`config.mk`:
```
export PLATFORM = sky130hd
export DESIGN_NAME = szf_filter
export DESIGN_NICKNAME = d
export VERILOG_FILES = /design/src/rtl/szf_pkg.sv /design/src/rtl/szf_zone_cfg.sv /design/src/rtl/szf_zone_match.sv /design/src/rtl/szf_resp_reg.sv /design/src/rtl/szf_filter.sv
export SDC_FILE = /design/constraint.sdc
export NUM_CORES = 1
export LEC_CHECK = 0
export ABC_AREA = 0
export BUFFER_PORTS_ARGS = -buffer_cell sky130_fd_sc_hd__buf_2
export CAP_MARGIN = 15
export CORE_ASPECT_RATIO = 1.2
export CORE_UTILIZATION = 25
export DETAILED_ROUTE_END_ITERATION = 8
export HOLD_SLACK_MARGIN = 0.12
export PLACE_DENSITY = 0.56
export SKIP_CTS_REPAIR_TIMING = 1
export SLEW_MARGIN = 20
export SYNTH_ARGS = -nofsm -noshare
export SYNTH_HDL_FRONTEND = slang
export SYNTH_HIERARCHICAL = 1
export SYNTH_SLANG_ARGS = --single-unit
```
`constraint.sdc`:
```
create_clock -name clk -period 1.7 [get_ports clk]
set_input_delay 0.17 -clock clk [delete_from_list [all_inputs] [get_ports clk]]
set_output_delay 0.17 -clock clk [all_outputs]
set_load 0.02 [all_outputs]
```
`src/rtl/szf_pkg.sv`:
```
// Package: shared constants and types for the secure zone filter.
// Assumes byte addressing and a page of 4096 bytes.
package szf_pkg;

    localparam int unsigned PAGE_SHIFT_4K = 12;

    // One registered verdict: exactly one field set for a valid request.
    typedef struct packed {
        logic grant;
        logic error;
        logic miss;
    } verdict_t;

endpackage

```
`src/rtl/szf_zone_cfg.sv`:
```
// Module: szf_zone_cfg
// Holds one zone's protected page count. The count follows the incoming
// field each cycle until a freeze is seen. From then on the count is held
// until reset. Assumes the register bank drives cfg_size and cfg_lock
// synchronously to clk.
module szf_zone_cfg #(
    parameter int unsigned SIZE_W = 10
) (
    input  logic              clk,
    input  logic              rst_n,
    input  logic [SIZE_W-1:0] cfg_size,
    input  logic              cfg_lock,
    output logic [SIZE_W-1:0] size_q,
    output logic              lock_q
);

    // Sticky freeze flag, cleared only by reset.
    always_ff @(posedge clk) begin
        if (!rst_n) begin
            lock_q <= 1'b0;
        end else if (cfg_lock) begin
            lock_q <= 1'b1;
        end
    end

    // Held count: resets to fully protected, tracks input while unfrozen.
    always_ff @(posedge clk) begin
        if (!rst_n) begin
            size_q <= '1;
        end else if (!lock_q) begin
            size_q <= cfg_size;
        end
    end

endmodule

```
`src/rtl/szf_zone_match.sv`:
```
// Module: szf_zone_match
// Combinational range check for one zone. It reports whether the address
// falls inside [BASE, BASE + PAGES pages) and whether it lies below the
// protected page boundary. Assumes BASE is page aligned and the zone does
// not wrap the address space.
module szf_zone_match #(
    parameter int unsigned              ADDR_W     = 32,
    parameter int unsigned              SIZE_W     = 10,
    parameter int unsigned              PAGE_SHIFT = 12,
    parameter logic [ADDR_W-1:0]        BASE       = '0,
    parameter int unsigned              PAGES      = 32
) (
    input  logic [ADDR_W-1:0] addr,
    input  logic [SIZE_W-1:0] size,
    output logic              hit,
    output logic              guarded
);

    localparam logic [ADDR_W-1:0] PAGES_V = ADDR_W'(PAGES);

    logic [ADDR_W-1:0] offset;
    logic [ADDR_W-1:0] page_idx;

    // Page index of the address relative to the zone base.
    always_comb begin
        offset   = addr - BASE;
        page_idx = offset >> PAGE_SHIFT;
    end

    // Zone membership and protected-part test on whole pages.
    always_comb begin
        hit     = (addr >= BASE) && (page_idx < PAGES_V);
        guarded = page_idx < ADDR_W'(size);
    end

endmodule

```
`src/rtl/szf_resp_reg.sv`:
```
// Module: szf_resp_reg
// Picks the hit zone (the lowest index wins if hits ever overlap), forms
// the verdict and registers it for one cycle per request. Assumes at most
// one zone is hit in a correctly configured system.
module szf_resp_reg
    import szf_pkg::*;
#(
    parameter int unsigned NUM_ZONES = 2,
    parameter int unsigned ZONE_W    = 1
) (
    input  logic                 clk,
    input  logic                 rst_n,
    input  logic                 req_valid,
    input  logic                 req_secure,
    input  logic [NUM_ZONES-1:0] hit_vec,
    input  logic [NUM_ZONES-1:0] guard_vec,
    output logic                 rsp_valid,
    output logic                 rsp_grant,
    output logic                 rsp_error,
    output logic                 rsp_miss,
    output logic [ZONE_W-1:0]    rsp_zone
);

    logic              sel_hit;
    logic              sel_guard;
    logic [ZONE_W-1:0] sel_idx;
    verdict_t          next_v;
    verdict_t          held_v;

    // Priority select over zones, lowest index last so it wins.
    always_comb begin
        sel_hit   = 1'b0;
        sel_guard = 1'b0;
        sel_idx   = '0;
        for (int z = NUM_ZONES - 1; z >= 0; z--) begin
            if (hit_vec[z]) begin
                sel_hit   = 1'b1;
                sel_guard = guard_vec[z];
                sel_idx   = ZONE_W'(z);
            end
        end
    end

    // Verdict: deny non-secure inside the protected part, miss off-zone.
    always_comb begin
        next_v.error = req_valid && sel_hit && sel_guard && !req_secure;
        next_v.grant = req_valid && sel_hit && !(sel_guard && !req_secure);
        next_v.miss  = req_valid && !sel_hit;
    end

    // Response register, one cycle per request strobe.
    always_ff @(posedge clk) begin
        if (!rst_n) begin
            rsp_valid <= 1'b0;
            held_v    <= '0;
            rsp_zone  <= '0;
        end else begin
            rsp_valid <= req_valid;
            held_v    <= next_v;
            rsp_zone  <= (req_valid && sel_hit) ? sel_idx : '0;
        end
    end

    // Unpack the held verdict onto the outputs.
    always_comb begin
        rsp_grant = held_v.grant;
        rsp_error = held_v.error;
        rsp_miss  = held_v.miss;
    end

endmodule

```
`src/rtl/szf_filter.sv`:
```
// Module: szf_filter (top)
// Secure memory zone filter. Each zone has a build-time base and page
// length and a programmed protected page count. Non-secure requests below
// the boundary are denied, and addresses outside every zone are flagged as
// misses. Assumes zones are disjoint and page aligned. The read/write flag
// is accepted but does not take part in the decision.
module szf_filter #(
    parameter int unsigned                     ADDR_W     = 32,
    parameter int unsigned                     SIZE_W     = 10,
    parameter int unsigned                     NUM_ZONES  = 2,
    parameter logic [NUM_ZONES*ADDR_W-1:0]     ZONE_BASE  = {32'h1000_0000, 32'h0000_0000},
    parameter logic [NUM_ZONES*ADDR_W-1:0]     ZONE_PAGES = {32'd64, 32'd32},
    localparam int unsigned                    ZONE_W     = (NUM_ZONES > 1) ? $clog2(NUM_ZONES) : 1
) (
    input  logic                        clk,
    input  logic                        rst_n,
    input  logic                        req_valid,
    input  logic [ADDR_W-1:0]           req_addr,
    input  logic                        req_write,
    input  logic                        req_secure,
    input  logic [NUM_ZONES*SIZE_W-1:0] cfg_size,
    input  logic [NUM_ZONES-1:0]        cfg_lock,
    output logic                        rsp_valid,
    output logic                        rsp_grant,
    output logic                        rsp_error,
    output logic                        rsp_miss,
    output logic [ZONE_W-1:0]           rsp_zone
);

    logic [NUM_ZONES*SIZE_W-1:0] size_q;
    logic [NUM_ZONES-1:0]        lock_q;
    logic [NUM_ZONES-1:0]        hit_vec;
    logic [NUM_ZONES-1:0]        guard_vec;
    logic                        unused_write;

    // The access direction does not influence the verdict.
    assign unused_write = req_write;

    // One held count and one range check per zone.
    for (genvar z = 0; z < NUM_ZONES; z++) begin : g_zone
        szf_zone_cfg #(
            .SIZE_W (SIZE_W)
        ) i_cfg (
            .clk      (clk),
            .rst_n    (rst_n),
            .cfg_size (cfg_size[z*SIZE_W +: SIZE_W]),
            .cfg_lock (cfg_lock[z]),
            .size_q   (size_q[z*SIZE_W +: SIZE_W]),
            .lock_q   (lock_q[z])
        );

        szf_zone_match #(
            .ADDR_W     (ADDR_W),
            .SIZE_W     (SIZE_W),
            .PAGE_SHIFT (szf_pkg::PAGE_SHIFT_4K),
            .BASE       (ZONE_BASE[z*ADDR_W +: ADDR_W]),
            .PAGES      (ZONE_PAGES[z*ADDR_W +: ADDR_W])
        ) i_match (
            .addr    (req_addr),
            .size    (size_q[z*SIZE_W +: SIZE_W]),
            .hit     (hit_vec[z]),
            .guarded (guard_vec[z])
        );
    end

    szf_resp_reg #(
        .NUM_ZONES (NUM_ZONES),
        .ZONE_W    (ZONE_W)
    ) i_resp (
        .clk        (clk),
        .rst_n      (rst_n),
        .req_valid  (req_valid),
        .req_secure (req_secure),
        .hit_vec    (hit_vec),
        .guard_vec  (guard_vec),
        .rsp_valid  (rsp_valid),
        .rsp_grant  (rsp_grant),
        .rsp_error  (rsp_error),
        .rsp_miss   (rsp_miss),
        .rsp_zone   (rsp_zone)
    );

endmodule

```
Word-level counts from Yosys, hierarchy flattened
Cells that the tools add are included.
Widths: inputs -> output; s select.
{"block": "totals", "register_bits": 27, "in_bits": 59, "out_inout_bits": 5, "elab_cells": 34}
{"block": "classes", "n_addsub": 1, "magnitude_cmp": 6, "n_mux": 4, "bitwise_logic": 2, "n_reduce_logical": 12}
{"op": "$lt 20x10->1", "n": 2}
{"op": "$ge 32x1->1 const B", "n": 1}
{"op": "$ge 32x29->1 const B", "n": 1}
{"op": "$sub 32x29->32 const B", "n": 1}
{"op": "$lt 20x6->1 const B", "n": 1}
{"op": "$lt 20x7->1 const B", "n": 1}
{"op": "$logic_and 1x1->1", "n": 8}
{"op": "$mux 1", "n": 4}
{"op": "$logic_not 1->1", "n": 3}
{"op": "$reduce_or 3->1", "n": 1}
{"op": "$not 1->1", "n": 2}

Depth between registers and ports, before layout
{"block": "logic_depth", "word_depth": 8, "depth_mapped": 9}

By module
The synthesis kept the hierarchy.
{"mod": "szf_zone_cfg", "n_inst": 2, "cells_each": 34, "area_per_inst_um2": 381.6, "seq_area_each_um2": 220.2}
{"mod": "szf_zone_match (g_zone[1].i_match)", "n_inst": 1, "cells_each": 38, "area_per_inst_um2": 277.8, "seq_area_each_um2": 0.0}
{"mod": "szf_zone_match (g_zone[0].i_match)", "n_inst": 1, "cells_each": 35, "area_per_inst_um2": 255.2, "seq_area_each_um2": 0.0}
{"mod": "szf_resp_reg", "n_inst": 1, "cells_each": 16, "area_per_inst_um2": 168.9, "seq_area_each_um2": 100.1}

Least setup slack after synthesis
OpenSTA, ideal clock, no wires.
{"block": "synth_timing", "path_kind": "register to register", "from": "reg g_zone[0].i_cfg.size_q[2]", "to": "reg i_resp.held_v, in the netlist i_resp/rsp_grant", "arrival_ns": 1.607, "t_required_ns": 1.581, "setup_slack_ns": -0.026, "path_stages_with_launch": 10, "path_buffers": 0, "cell_sequence": "dfxtp_1 > inv_1 > ha_1 > a211o_1 > a31oi_1 > o221ai_1 > a41oi_1 > nand2_1 > nor2_1 > nor3_2"}
{"block": "synth_via", "elab_chain_len": 5}
{"item": "from (decl)", "line_no": "szf_zone_cfg.sv:13", "text": "output logic [SIZE_W-1:0] size_q,"}
{"item": "from (signal assigned)", "line_no": "szf_zone_cfg.sv:31", "text": "size_q <= cfg_size;"}
{"item": "$lt 20x10->1", "line_no": "szf_zone_match.sv:33", "text": "guarded = page_idx < ADDR_W'(size);"}
{"item": "net guard_vec[0]", "line_no": "szf_filter.sv:33", "text": "logic [NUM_ZONES-1:0] guard_vec;"}
{"item": "$mux 1", "line_no": "szf_resp_reg.sv:36", "text": "if (hit_vec[z]) begin"}
{"item": "$logic_and 1x1->1", "line_no": "szf_resp_reg.sv:47", "text": "next_v.grant = req_valid && sel_hit && !(sel_guard && !req_secure);"}
{"item": "$logic_not 1->1", "line_no": "szf_resp_reg.sv:47"}
{"item": "$logic_and 1x1->1", "line_no": "szf_resp_reg.sv:47"}
{"item": "to (signal assigned)", "line_no": "szf_resp_reg.sv:59", "text": "held_v <= next_v;"}
{"item": "to (decl)", "line_no": "szf_resp_reg.sv:28", "text": "verdict_t held_v;"}
The timed path passes the listed nets, and every way through them passes these cells.
A chain may end at the register's enable or synchronous reset.

Final worst setup path
{"block": "layout_timing", "from": "reg g_zone[0].i_cfg.size_q[2]", "to": "reg i_resp.held_v, in the netlist i_resp/rsp_error"}
{"block": "layout_via", "elab_chain_len": 4}
{"item": "$lt 20x10->1", "line_no": "szf_zone_match.sv:33"}
{"item": "net guard_vec[0]", "line_no": "szf_filter.sv:33"}
{"item": "$mux 1", "line_no": "szf_resp_reg.sv:36"}
{"item": "$logic_and 1x1->1 (2 in a row)", "line_no": "szf_resp_reg.sv:46", "text": "next_v.error = req_valid && sel_hit && sel_guard && !req_secure;"}
The timed path passes the listed nets, and every way through them passes these cells.

==> results.yml <==
run_status:
  status: "finished, violations left"
  violations: "setup timing"
finish:
  syn_to_final_growth_pct: 39.9
  n_antenna_cell: 0
  fillers: 612
  drive_gt1_share_pct: 31.9
  area.sequential_um2: 544
  fin_nets: 304
  multiInputGateArea_um2: 858
  layout.cells.non_filler: 306
synth:
  synth_top_cell_by_area: "dfxtp_1"
  synth_most_common_cell: "dfxtp_1"
  synth-edff-count: 0
  yosysWarnings: 6
  synth_common_cells: "dfxtp_1 (27), nand2_1 (24), mux2i_1 (20)"
  netlist_instances: 157
  syn_area_um2: 1470
  syn_nets: 234
  synth_area_leaders: "dfxtp_1 (37%), ha_1 (15%), mux2i_1 (14%)"
  synthFlopType: "dfxtp_1"
  synth.distinct_cells: 29
  yosys.area.top_type_share_pct: 36.9
  syn-mean-instance-area_um2: 9.33
  synth_seq_cells: 27
  ys_async_sr_fraction_pct: 0
  synth-seq-area-share_pct: 36.9
setup_path:
  cp_slowest_stage_delay_ns: 0.35
  worst-path-buf-inv: 1
  path_cells: "inv_2, ha_4, a211o_1, a31oi_2, o221ai_2, a41oi_2, nand2_2, a211oi_2"
  crit_type: "reg2reg"
  worstSetupStartpointType: "register"
  end_kind: "register"
  crit_required_ns: 1.90
  cp_top_family: "compound AO/OA/AOI/OAI gates"
  cp.arrival_ns: 1.96
  slowest_stage: "dfxtp_2"
  crit_fanout: 2
placed_design:
  globalplace.congestion: 0.730
  dp.cells: 287
  portBuffers: 50
  dp.final_hpwl_um: 2540
clock_network:
  clock-sinks: 27
  clk_latency_ns: 0.27
  clkSlewWorstSetupHoldPaths_ns: 0.09
  numCtsBuffers: 3
  clockRootBuffer: "clkbuf_8"
  clockBufferDepth: 2
  cts_tree: "yes"
  ctsHtreeMaxLevel: 1
power:
  p_sw_share_pct: 26.0
  p_seq_share_pct: 52.6
  powerDensity_nw_per_um2: 652
  clkPwrFrac_pct: 27.2
  p_comb_share_pct: 20.2
  p_sw_w: 0.000348
  power_leakage_nw: 1.05
  internal_power_w: 0.000989
  irDropWorstVdd_uv: 363
timing:
  final_max_slew_viol_count: 0
  setup_ws_ns: -0.0650
  finalCriticalPeriod_ns: 1.77
  setup_violations: 2
  hold_violations: 0
  setup_tns_ns: -0.0954
  finalClockSkew_ns: 0.00423
  fin_crit_sh_pct: 104
  rsz0062_at_grt: "true"
  relSlewSlack_pct: 60.3
  fmax_ghz: 0.567
  tightest_slew_ns: 0.594
floorplan:
  coreArea_um2: 5670
  rows: 30
  die_area_um2: 6170
  die_h_um: 85.9
  die_width_um: 71.9
  initial_utilization_pct: 25.8
  io_pins: 64
run:
  maxCapViolations: 0
global_route:
  busiest_layer: "met2"
  met3_usage_pct: 3.29
  grt_pass1_wl_um: 4870
  use_met2_pct: 18.1
  first_global_vias: 1125
  antenna_found_initial: 0
  grt_use_total_pct: 10.0
  overflow: 0
  grtUsageMet1_pct: 11.7
  grt_max_degree: 15
drt:
  antenna_left: 0
  postRouteWirelength_um: 3220
  drc: 0
  wl_per_cell_um: 10.5
  routed_via_density: 4.22
  vias: 1291
  dr.pass1.iters: 2
  dr.first_iter.drc_count: 35
hold_path:
  hp-class: "in2reg"
[per-stage QoR]
step | setup WS (ns) | total power (W) | area (um^2) | hold slack [ns] | util, %
global route | -0.165 | 0.00144 | 2050 | 0.121 | 36.2
finish | -0.0650 | 0.00134 | 2050 | 0.108 | 36.2
CTS | -0.213 | 0.00133 | 1860 | 0.0825 | 32.8
detailed placement | -0.183 | 0.000950 | 1810 | 0.374 | 32.0
floorplan | 0.0138 | 0.000851 | 1470 | 0.243 | -
global placement | -0.146 | 0.000945 | 1810 | 0.370 | 32.0
[worst reg2reg max path: stages (launching register included)]
cell      delay [ns]
dfxtp_2         0.35
inv_2           0.04
ha_4            0.21
a211o_1         0.26
a31oi_2         0.18
o221ai_2        0.14
a41oi_2         0.19
nand2_2         0.10
a211oi_2        0.21
[layout make-up]
| class | instances | area share, % |
|---|---|---|
| Multi-Input combinational cell | 107 | 41.9 |
| Sequential cell | 27 | 26.6 |
| Timing Repair Buffer | 69 | 21.0 |
| Tap cell | 80 | 4.88 |
| Inverter | 19 | 3.48 |
| Clock buffer | 4 | 2.20 |
[state kept, by name, summed over array words and instances, names as in the netlist]
| name | flops |
|---|---|
| i_resp/rsp_zone | 1 |
| i_resp/rsp_miss | 1 |
| i_resp/rsp_valid | 1 |
| g_zone.i_cfg/lock_q | 2 |
| i_resp/rsp_error | 1 |
| g_zone.i_cfg/size_q | 20 |
| i_resp/rsp_grant | 1 |
[cells in the final DEF, fill, tap and decap left out, drive strengths merged]
master,netlist,final
and4,1,1
inv,19,19
nand3b,1,1
dlygate4sd3,0,15
clkbuf,0,4
a21o,1,1
nand2b,3,3
mux2i,20,20
nor3,3,3
nand4,1,1
nor2,5,5
or4,2,2
a211o,3,3
nor3b,1,1
nand3,4,4
o221ai,1,1
ha,18,18
a21oi,7,7
a31oi,1,1
nor4b,1,1
dfxtp,27,27
buf,4,54
a211oi,2,2
nand2,24,24
o21a,2,2
a41oi,1,1
o21ai,2,2
nor4,3,3
[worst paths after layout]
| check | cells past startpoint | start | to | slack, ns |
|---|---|---|---|---|
| hold / removal | 3 | cfg_size[11] | g_zone[1].i_cfg/size_q[1] | 0.11 |
| setup / recovery | 8 | g_zone[0].i_cfg/size_q[2] | i_resp/rsp_error | -0.07 |
| hold reg to reg | 2 | g_zone[0].i_cfg/size_q[1] | g_zone[0].i_cfg/size_q[1] | 0.47 |
| setup reg to reg | 8 | g_zone[0].i_cfg/size_q[2] | i_resp/rsp_error | -0.07 |
[power groups by stage]
stage / Combinational (W) / Sequential, W / Clock, W
3_3_place_gp: 0.000228 / 0.000717 / 0
2_1_floorplan: 0.000148 / 0.000703 / 0
5_1_grt: 0.000306 / 0.000709 / 0.000420
6_report: 0.000270 / 0.000703 / 0.000364
4_1_cts: 0.000235 / 0.000703 / 0.000389
3_5_place_dp: 0.000232 / 0.000718 / 0
[cell families after synthesis]
kind of cell             count (synthesis)  share of synthesized area, %
flip-flops                              27                          36.9
buffers and inverters                   23                          7.09
adder cells (fa/ha/maj)                 18                          15.4
AO/OA/AOI/OAI                           20                          9.74
AND/OR/NAND/NOR                         49                          17.3
multiplexers                            20                          13.7
[routing by layer]
layer	vias up	wire, um	part of all wire (%)
met5	-	0	0
met4	0	8	0.25
met3	2	187	5.8
met2	37	1570	49
met1	572	1450	45
li1	680	-	-
Note: power is estimated with default switching activity, not from simulation.
